**src/rtl/psw_pkg.sv**
```systemverilog
`timescale 1ns/1ps
package psw_pkg;

   typedef enum logic [2:0] {
      OPC_NONE  = 3'd0,
      OPC_ADD   = 3'd1,
      OPC_SUB   = 3'd2,
      OPC_CMP   = 3'd3,
      OPC_LOGIC = 3'd4,
      OPC_MOVE  = 3'd5,
      OPC_BIT1  = 3'd6,
      OPC_BIT2  = 3'd7
   } psw_opc_e;

   // status word bit positions; condition flags are contiguous from FLAG_LSB
   localparam int unsigned PSW_N        = 0;
   localparam int unsigned PSW_Z        = 1;
   localparam int unsigned PSW_V        = 2;
   localparam int unsigned PSW_C        = 3;
   localparam int unsigned PSW_E        = 4;
   localparam int unsigned PSW_MIP      = 5;
   localparam int unsigned FLAG_LSB     = PSW_N;
   localparam int unsigned FLAG_CNT     = 5;
   localparam int unsigned PSW_MIN_W    = PSW_MIP + 1;

   // packed so that bit i of the vector is the flag at FLAG_LSB+i
   typedef struct packed {
      logic e;
      logic c;
      logic v;
      logic z;
      logic n;
   } cond_flags_t;

endpackage

```
**src/rtl/psw_size_view.sv**
```systemverilog
`timescale 1ns/1ps
module psw_size_view #(
   parameter int unsigned DATA_W  = 16,
   parameter int unsigned BYTE_W  = 8,
   parameter bit          BYTE_EN = 1'b1
) (
   input  logic              byte_sel,
   input  logic [DATA_W-1:0] src,
   input  logic [DATA_W-1:0] dst,
   input  logic [DATA_W-1:0] res,
   output logic              res_msb,
   output logic              src_msb,
   output logic              dst_msb,
   output logic              res_zero,
   output logic              src_min
);

   localparam logic [DATA_W-1:0] WORD_MIN = {1'b1, {(DATA_W-1){1'b0}}};
   localparam logic [BYTE_W-1:0] BYTE_MIN = {1'b1, {(BYTE_W-1){1'b0}}};

   logic w_res_msb, w_src_msb, w_dst_msb, w_res_zero, w_src_min;

   assign w_res_msb  = res[DATA_W-1];
   assign w_src_msb  = src[DATA_W-1];
   assign w_dst_msb  = dst[DATA_W-1];
   assign w_res_zero = ~|res;
   assign w_src_min  = (src == WORD_MIN);

   generate
      if (BYTE_EN) begin : g_byte
         logic b_res_msb, b_src_msb, b_dst_msb, b_res_zero, b_src_min;

         assign b_res_msb  = res[BYTE_W-1];
         assign b_src_msb  = src[BYTE_W-1];
         assign b_dst_msb  = dst[BYTE_W-1];
         assign b_res_zero = ~|res[BYTE_W-1:0];
         assign b_src_min  = (src[BYTE_W-1:0] == BYTE_MIN);

         always_comb begin
            if (byte_sel) begin
               res_msb  = b_res_msb;
               src_msb  = b_src_msb;
               dst_msb  = b_dst_msb;
               res_zero = b_res_zero;
               src_min  = b_src_min;
            end else begin
               res_msb  = w_res_msb;
               src_msb  = w_src_msb;
               dst_msb  = w_dst_msb;
               res_zero = w_res_zero;
               src_min  = w_src_min;
            end
         end
      end else begin : g_word
         logic unused_sel;
         assign unused_sel = byte_sel;
         assign res_msb  = w_res_msb;
         assign src_msb  = w_src_msb;
         assign dst_msb  = w_dst_msb;
         assign res_zero = w_res_zero;
         assign src_min  = w_src_min;
      end
   endgenerate

endmodule

```
**src/rtl/psw_bit_pick.sv**
```systemverilog
`timescale 1ns/1ps
module psw_bit_pick #(
   parameter int unsigned DATA_W = 16,
   localparam int unsigned IDX_W = $clog2(DATA_W)
) (
   input  logic [DATA_W-1:0] src,
   input  logic [DATA_W-1:0] dst,
   input  logic [IDX_W-1:0]  idx_a,
   input  logic [IDX_W-1:0]  idx_b,
   output logic              single_bit,
   output logic              pair_xor
);

   logic [DATA_W-1:0] dec_a, dec_b;
   logic sel_a, sel_b;

   // one-hot decode followed by a reduction, one term per bit position
   generate
      for (genvar i = 0; i < DATA_W; i++) begin : g_dec
         assign dec_a[i] = (idx_a == IDX_W'(i)) & dst[i];
         assign dec_b[i] = (idx_b == IDX_W'(i)) & src[i];
      end
   endgenerate

   assign sel_a      = |dec_a;
   assign sel_b      = |dec_b;
   assign single_bit = sel_a;
   assign pair_xor   = sel_a ^ sel_b;

endmodule

```
**src/rtl/psw_flag_calc.sv**
```systemverilog
`timescale 1ns/1ps
module psw_flag_calc
   import psw_pkg::*;
(
   input  psw_opc_e    opc,
   input  logic        res_msb,
   input  logic        src_msb,
   input  logic        dst_msb,
   input  logic        res_zero,
   input  logic        src_min,
   input  logic        carry,
   input  logic        single_bit,
   input  logic        pair_xor,
   output cond_flags_t val,
   output cond_flags_t upd
);

   logic add_ovf, sub_ovf;

   assign add_ovf = (src_msb == dst_msb) && (res_msb != dst_msb);
   assign sub_ovf = (src_msb != dst_msb) && (res_msb != dst_msb);

   always_comb begin
      val = '0;
      upd = '0;
      unique case (opc)
         OPC_ADD: begin
            val = '{e: src_min, c: carry, v: add_ovf, z: res_zero, n: res_msb};
            upd = '1;
         end
         OPC_SUB, OPC_CMP: begin
            val = '{e: src_min, c: ~carry, v: sub_ovf, z: res_zero, n: res_msb};
            upd = '1;
         end
         OPC_LOGIC: begin
            val = '{e: src_min, c: 1'b0, v: 1'b0, z: res_zero, n: res_msb};
            upd = '1;
         end
         OPC_MOVE: begin
            val = '{e: src_min, c: 1'b0, v: 1'b0, z: res_zero, n: res_msb};
            upd = '{e: 1'b1, c: 1'b0, v: 1'b0, z: 1'b1, n: 1'b1};
         end
         OPC_BIT1: begin
            val.n = single_bit;
            upd.n = 1'b1;
         end
         OPC_BIT2: begin
            val.n = pair_xor;
            upd.n = 1'b1;
         end
         default: begin
            val = '0;
            upd = '0;
         end
      endcase
   end

endmodule

```
**src/rtl/psw_state_reg.sv**
```systemverilog
`timescale 1ns/1ps
module psw_state_reg
   import psw_pkg::*;
#(
   parameter int unsigned PSW_W = 16
) (
   input  logic             clk,
   input  logic             rst_n,
   input  logic             instr_valid,
   input  cond_flags_t      flag_val,
   input  cond_flags_t      flag_upd,
   input  logic             mulip_set,
   input  logic             mulip_clr,
   input  logic             wr_en,
   input  logic [PSW_W-1:0] wr_data,
   output logic [PSW_W-1:0] psw_q
);

   logic [FLAG_CNT-1:0] fv, fm;
   logic [PSW_W-1:0]    imp_val, imp_mask, psw_d;

   assign fv = flag_val;
   assign fm = flag_upd;

   // place the flag vector at its word positions; all other bits stay masked
   generate
      for (genvar i = 0; i < PSW_W; i++) begin : g_place
         if (i >= FLAG_LSB && i < FLAG_LSB + FLAG_CNT) begin : g_flag
            assign imp_val[i]  = fv[i - FLAG_LSB];
            assign imp_mask[i] = fm[i - FLAG_LSB] & instr_valid;
         end else begin : g_fixed
            assign imp_val[i]  = 1'b0;
            assign imp_mask[i] = 1'b0;
         end
      end
   endgenerate

   always_comb begin
      psw_d = (psw_q & ~imp_mask) | (imp_val & imp_mask);
      if (mulip_set)
         psw_d[PSW_MIP] = 1'b1;
      else if (mulip_clr)
         psw_d[PSW_MIP] = 1'b0;
      if (wr_en)
         psw_d = wr_data;
   end

   always_ff @(posedge clk or negedge rst_n) begin
      if (!rst_n)
         psw_q <= '0;
      else
         psw_q <= psw_d;
   end

endmodule

```
**src/rtl/psw_flag_unit.sv**
```systemverilog
`timescale 1ns/1ps
module psw_flag_unit
   import psw_pkg::*;
#(
   parameter int unsigned DATA_W  = 16,
   parameter int unsigned BYTE_W  = 8,
   parameter int unsigned PSW_W   = 16,
   parameter bit          BYTE_EN = 1'b1,
   localparam int unsigned IDX_W  = $clog2(DATA_W)
) (
   input  logic              clk,
   input  logic              rst_n,
   input  logic              instr_valid,
   input  logic [2:0]        op_class,
   input  logic              byte_mode,
   input  logic [DATA_W-1:0] src_opnd,
   input  logic [DATA_W-1:0] dst_opnd,
   input  logic [DATA_W-1:0] alu_result,
   input  logic              alu_carry,
   input  logic [IDX_W-1:0]  bit_a,
   input  logic [IDX_W-1:0]  bit_b,
   input  logic              psw_wr_en,
   input  logic [PSW_W-1:0]  psw_wr_data,
   input  logic              mulip_set,
   input  logic              mulip_clr,
   output logic [PSW_W-1:0]  psw
);

   generate
      if (BYTE_W < 2 || BYTE_W >= DATA_W) begin : g_bad_byte
         $error("psw_flag_unit: BYTE_W must lie in [2, DATA_W)");
      end
      if ((DATA_W & (DATA_W - 1)) != 0) begin : g_bad_data
         $error("psw_flag_unit: DATA_W must be a power of two");
      end
      if (PSW_W < PSW_MIN_W) begin : g_bad_psw
         $error("psw_flag_unit: PSW_W too small for the flag layout");
      end
   endgenerate

   psw_opc_e    opc;
   logic        res_msb, src_msb, dst_msb, res_zero, src_min;
   logic        single_bit, pair_xor;
   cond_flags_t flag_val, flag_upd;

   assign opc = psw_opc_e'(op_class);

   psw_size_view #(
      .DATA_W  (DATA_W),
      .BYTE_W  (BYTE_W),
      .BYTE_EN (BYTE_EN)
   ) u_view (
      .byte_sel (byte_mode),
      .src      (src_opnd),
      .dst      (dst_opnd),
      .res      (alu_result),
      .res_msb  (res_msb),
      .src_msb  (src_msb),
      .dst_msb  (dst_msb),
      .res_zero (res_zero),
      .src_min  (src_min)
   );

   psw_bit_pick #(
      .DATA_W (DATA_W)
   ) u_pick (
      .src        (src_opnd),
      .dst        (dst_opnd),
      .idx_a      (bit_a),
      .idx_b      (bit_b),
      .single_bit (single_bit),
      .pair_xor   (pair_xor)
   );

   psw_flag_calc u_calc (
      .opc        (opc),
      .res_msb    (res_msb),
      .src_msb    (src_msb),
      .dst_msb    (dst_msb),
      .res_zero   (res_zero),
      .src_min    (src_min),
      .carry      (alu_carry),
      .single_bit (single_bit),
      .pair_xor   (pair_xor),
      .val        (flag_val),
      .upd        (flag_upd)
   );

   psw_state_reg #(
      .PSW_W (PSW_W)
   ) u_reg (
      .clk         (clk),
      .rst_n       (rst_n),
      .instr_valid (instr_valid),
      .flag_val    (flag_val),
      .flag_upd    (flag_upd),
      .mulip_set   (mulip_set),
      .mulip_clr   (mulip_clr),
      .wr_en       (psw_wr_en),
      .wr_data     (psw_wr_data),
      .psw_q       (psw)
   );

endmodule

```
**config.mk**
```make
export PLATFORM = sky130hd
export DESIGN_NAME = psw_flag_unit
export DESIGN_NICKNAME = d
export VERILOG_FILES = /design/src/rtl/psw_pkg.sv /design/src/rtl/psw_size_view.sv /design/src/rtl/psw_bit_pick.sv /design/src/rtl/psw_flag_calc.sv /design/src/rtl/psw_state_reg.sv /design/src/rtl/psw_flag_unit.sv
export SDC_FILE = /design/constraint.sdc
export NUM_CORES = 1
export LEC_CHECK = 0
export CORE_UTILIZATION = 40
export DETAILED_ROUTE_END_ITERATION = 8
export DONT_BUFFER_PORTS = 1
export GPL_ROUTABILITY_DRIVEN = 0
export GPL_TIMING_DRIVEN = 0
export PLACE_DENSITY_LB_ADDON = 0.2
export SLEW_MARGIN = 20
export SYNTH_ARGS = -nofsm -noshare
export SYNTH_HDL_FRONTEND = slang
export SYNTH_SLANG_ARGS = --single-unit
```
**constraint.sdc**
```tcl
create_clock -name clk -period 0.9 [get_ports clk]
set_input_delay 0.18 -clock clk [delete_from_list [all_inputs] [get_ports clk]]
set_output_delay 0.18 -clock clk [all_outputs]
set_load 0.01 [all_outputs]
```
==> metrics <==
synth unique cells=38; #FFs+latches synth=16; first-pass GRT wire length=around 4500 um; Synth Area in Adders=0; slack of the critical path=-0.231 ns; die extent in y=56.2 um; crit share post-route=1.26; CORE AREA=2760 um2; dpl cells=144; antenna viol nets, final=0; minimum clock period=1.13 ns; DRT Pass-1 Iters=2; HP Class=in -> async; final WL=2980 um; RSZ-0062 raised after global routing=yes; slew at the pin closest to its max-slew limit=slightly above 0.7 ns; antenna cells=0; maximum vdd drop=1.24 mV; ys flop type=dfrtp_1; status=complete, but fails checks; mux share of post-synthesis cell area=0.278; CTS tree=built; Seq pwr share=0.531; Layout Nets=205; Total GRT Usage=0.184; Power Dens Cells=between 1000 and 1500 nW/um2; clk_skew=0 ns; CP Data Arrival Time=1.29 ns; relative slew slack=0.516; syn nets=196; maximum clock frequency=884 MHz; total CTS buffers=3; vias per inst=roughly 6.6; H-tree lvl count=1; Post-synth EDFFs=0; antenna violations before repair=0; worst setup path class=in -> reg; largest net degree at the start of global routing=17; Seq/Total Area, Yosys=0.341; commonest cells after routing, fill and taps aside=dfrtp_1 (16), mux2_2 (11), a21oi_1 (9), mux2i_1 (9), nor2_1 (7); CTS Sinks=16; Initial Util=0.426; total grt overflow=0; Leak=0.575 nW; CP Launch Type=input pin; CTS root buf=clkbuf_4; Synth warnings=0; dpl cell area=1260 um2; Syn Inst Count=113; Design Area, Final=1430 um2; main combinational cell family by area after synthesis=multiplexers; fin. max-slew vios=0; share of layout cells above drive strength 1=0.358; switching part of the total=0.272; Top Metal Used=met4; Synth Area in Simple Gates=0.159; met3 WL=278 um; crit-path max FO=5; post-synthesis xor/xnor area fraction=0.0373; area occupied by multi-input gates=866 um2; HPWL after detailed placement=2360 um; ys async rst share=1.00; compound-gate portion of the synthesized area=0.162; mapped cell area=about 1200 um2; die area=3160 um2; M1 WL=1150 um; # DRC=0; clk buf depth=2; Fillers=268; most common cell after layout, fill and taps aside=dfrtp_1; Worst-Skew Late Latency=0.27 ns; FF/Latch Area=between 400 and 500 um2; I/O Buffers=0; Met2 Wirelength=1530 um; Cell Count, Final, Fillers Out=151; cell-internal power=0.00120 W; Max Cap Viol=0; Psw=0.000447 W; failing checks=negative setup slack; number of global-route vias before repair=between 1000 and 1500; CTS clock-pin slew for the worst setup and hold paths=0.08 ns; Final setup viols=2; vias=1000; Area Growth Syn to Fin=21.9%; Req. time, crit path=~1.1 ns; io pins=99; clock share of power=0.212; endpoints failing hold=0; Row Count=19; First DRT Iteration DRCs=11; Syn Area/Cell=approximately 10 um2; WL/cell=between 15 and 20 um; power share of the combinational group=0.257; Critical Path End Type=flop; Die W=56.2 um
[layout make-up]
type | instances | share of cell area
plain buffers | 4 | 0.0245
clock buffers | 3 | 0.0157
inverters | 2 | 0.00524
multi-input cells | 91 | 0.604
flip-flops and latches | 16 | 0.279
well taps | 31 | 0.0271
repair buffers | 4 | 0.0437
[through the flow]
stage	total power, W	hold slack [ns]	TNS, ns	util	setup slack [ns]
6_report	0.00164	0.0213	-0.244	0.520	-0.231
5_1_grt	0.00175	0.00365	-0.503	0.520	-0.238
4_1_cts	0.00166	0.0172	-0.287	0.505	-0.253
3_5_place_dp	0.00124	-0.115	-1.75	0.459	-0.594
3_3_place_gp	0.00122	-0.115	-1.63	0.459	-0.575
2_1_floorplan	0.00118	-0.116	-1.03	-	-0.483
[layer usage]
layer  vias up  GRT usage
li1        459          -
met3         4     0.0651
met2        55      0.303
met1       482      0.230
met4         0     0.0453
met5         -          0
[timing repair]
item / 4_1_cts / 5_1_grt
buffers inserted: 1 / 0
endpoints found under the setup margin: 3 / 36
hold buffers: 2 / 0
endpoints found under the hold margin: 17 / 0
resized for setup: 8 / 9
pin swaps: 5 / 5
gates cloned: 1 / 0
[worst max-delay path, stage by stage]
cell,delay [ns]
buf_12,0.11
mux2_4,0.30
o311ai_4,0.23
a221oi_2,0.06
a22oi_2,0.15
xor2_1,0.18
a21oi_1,0.08
[kinds of logic (layout without fill, tap and decap cells)]
family | Yosys count | after routing
and+or+nand+nor | 34 | 34
DFF | 16 | 16
muxes | 25 | 25
AOI/OAI and AO/OA | 27 | 27
buffers and inverters | 6 | 13
xor gates and xnor gates | 5 | 5
[cells in the mapped netlist, types with 2 or more instances]
cell | instances | area, um2
mux4_1 | 3 | 78.8
a22oi_1 | 2 | 15.0
xnor2_1 | 2 | 17.5
xor2_1 | 3 | 26.3
a21oi_1 | 10 | 50.1
nand3_1 | 2 | 10.0
mux2_2 | 11 | 124
nand2_1 | 4 | 15.0
inv_1 | 2 | 7.51
mux2i_1 | 9 | 90.1
nor2_1 | 7 | 26.3
nor3_1 | 5 | 25.0
clkbuf_1 | 2 | 7.51
nor4_1 | 5 | 31.3
dfrtp_1 | 16 | 400
o21ai_0 | 3 | 15.0
nand2b_1 | 2 | 12.5
a221oi_1 | 2 | 17.5
nor2b_1 | 4 | 25.0
[worst paths after layout]
check                                  end           start  cells after the start  slack (ns)
hold reg to reg             u_reg.psw_q[7]  u_reg.psw_q[7]                      1        0.58
hold / removal             u_reg.psw_q[13]           rst_n                      1        0.02
min in group clk                      flop  psw_wr_data[4]                      1        0.03
setup reg to reg                      flop            flop                      5       -0.08
setup / recovery                      flop        bit_b[0]                      7       -0.23
max in group asynchronous   u_reg.psw_q[7]           rst_n                      1        0.42
[power groups by stage]
stage / registers (W) / logic, W / clock network, W
floorplan: 0.000873 / 0.000304 / 0
global placement: 0.000886 / 0.000337 / 0
global route: 0.000881 / 0.000460 / 0.000405
detailed placement: 0.000889 / 0.000348 / 0
CTS: 0.000873 / 0.000411 / 0.000371
finish: 0.000872 / 0.000422 / 0.000348
(Power assumes the default switching activity.)
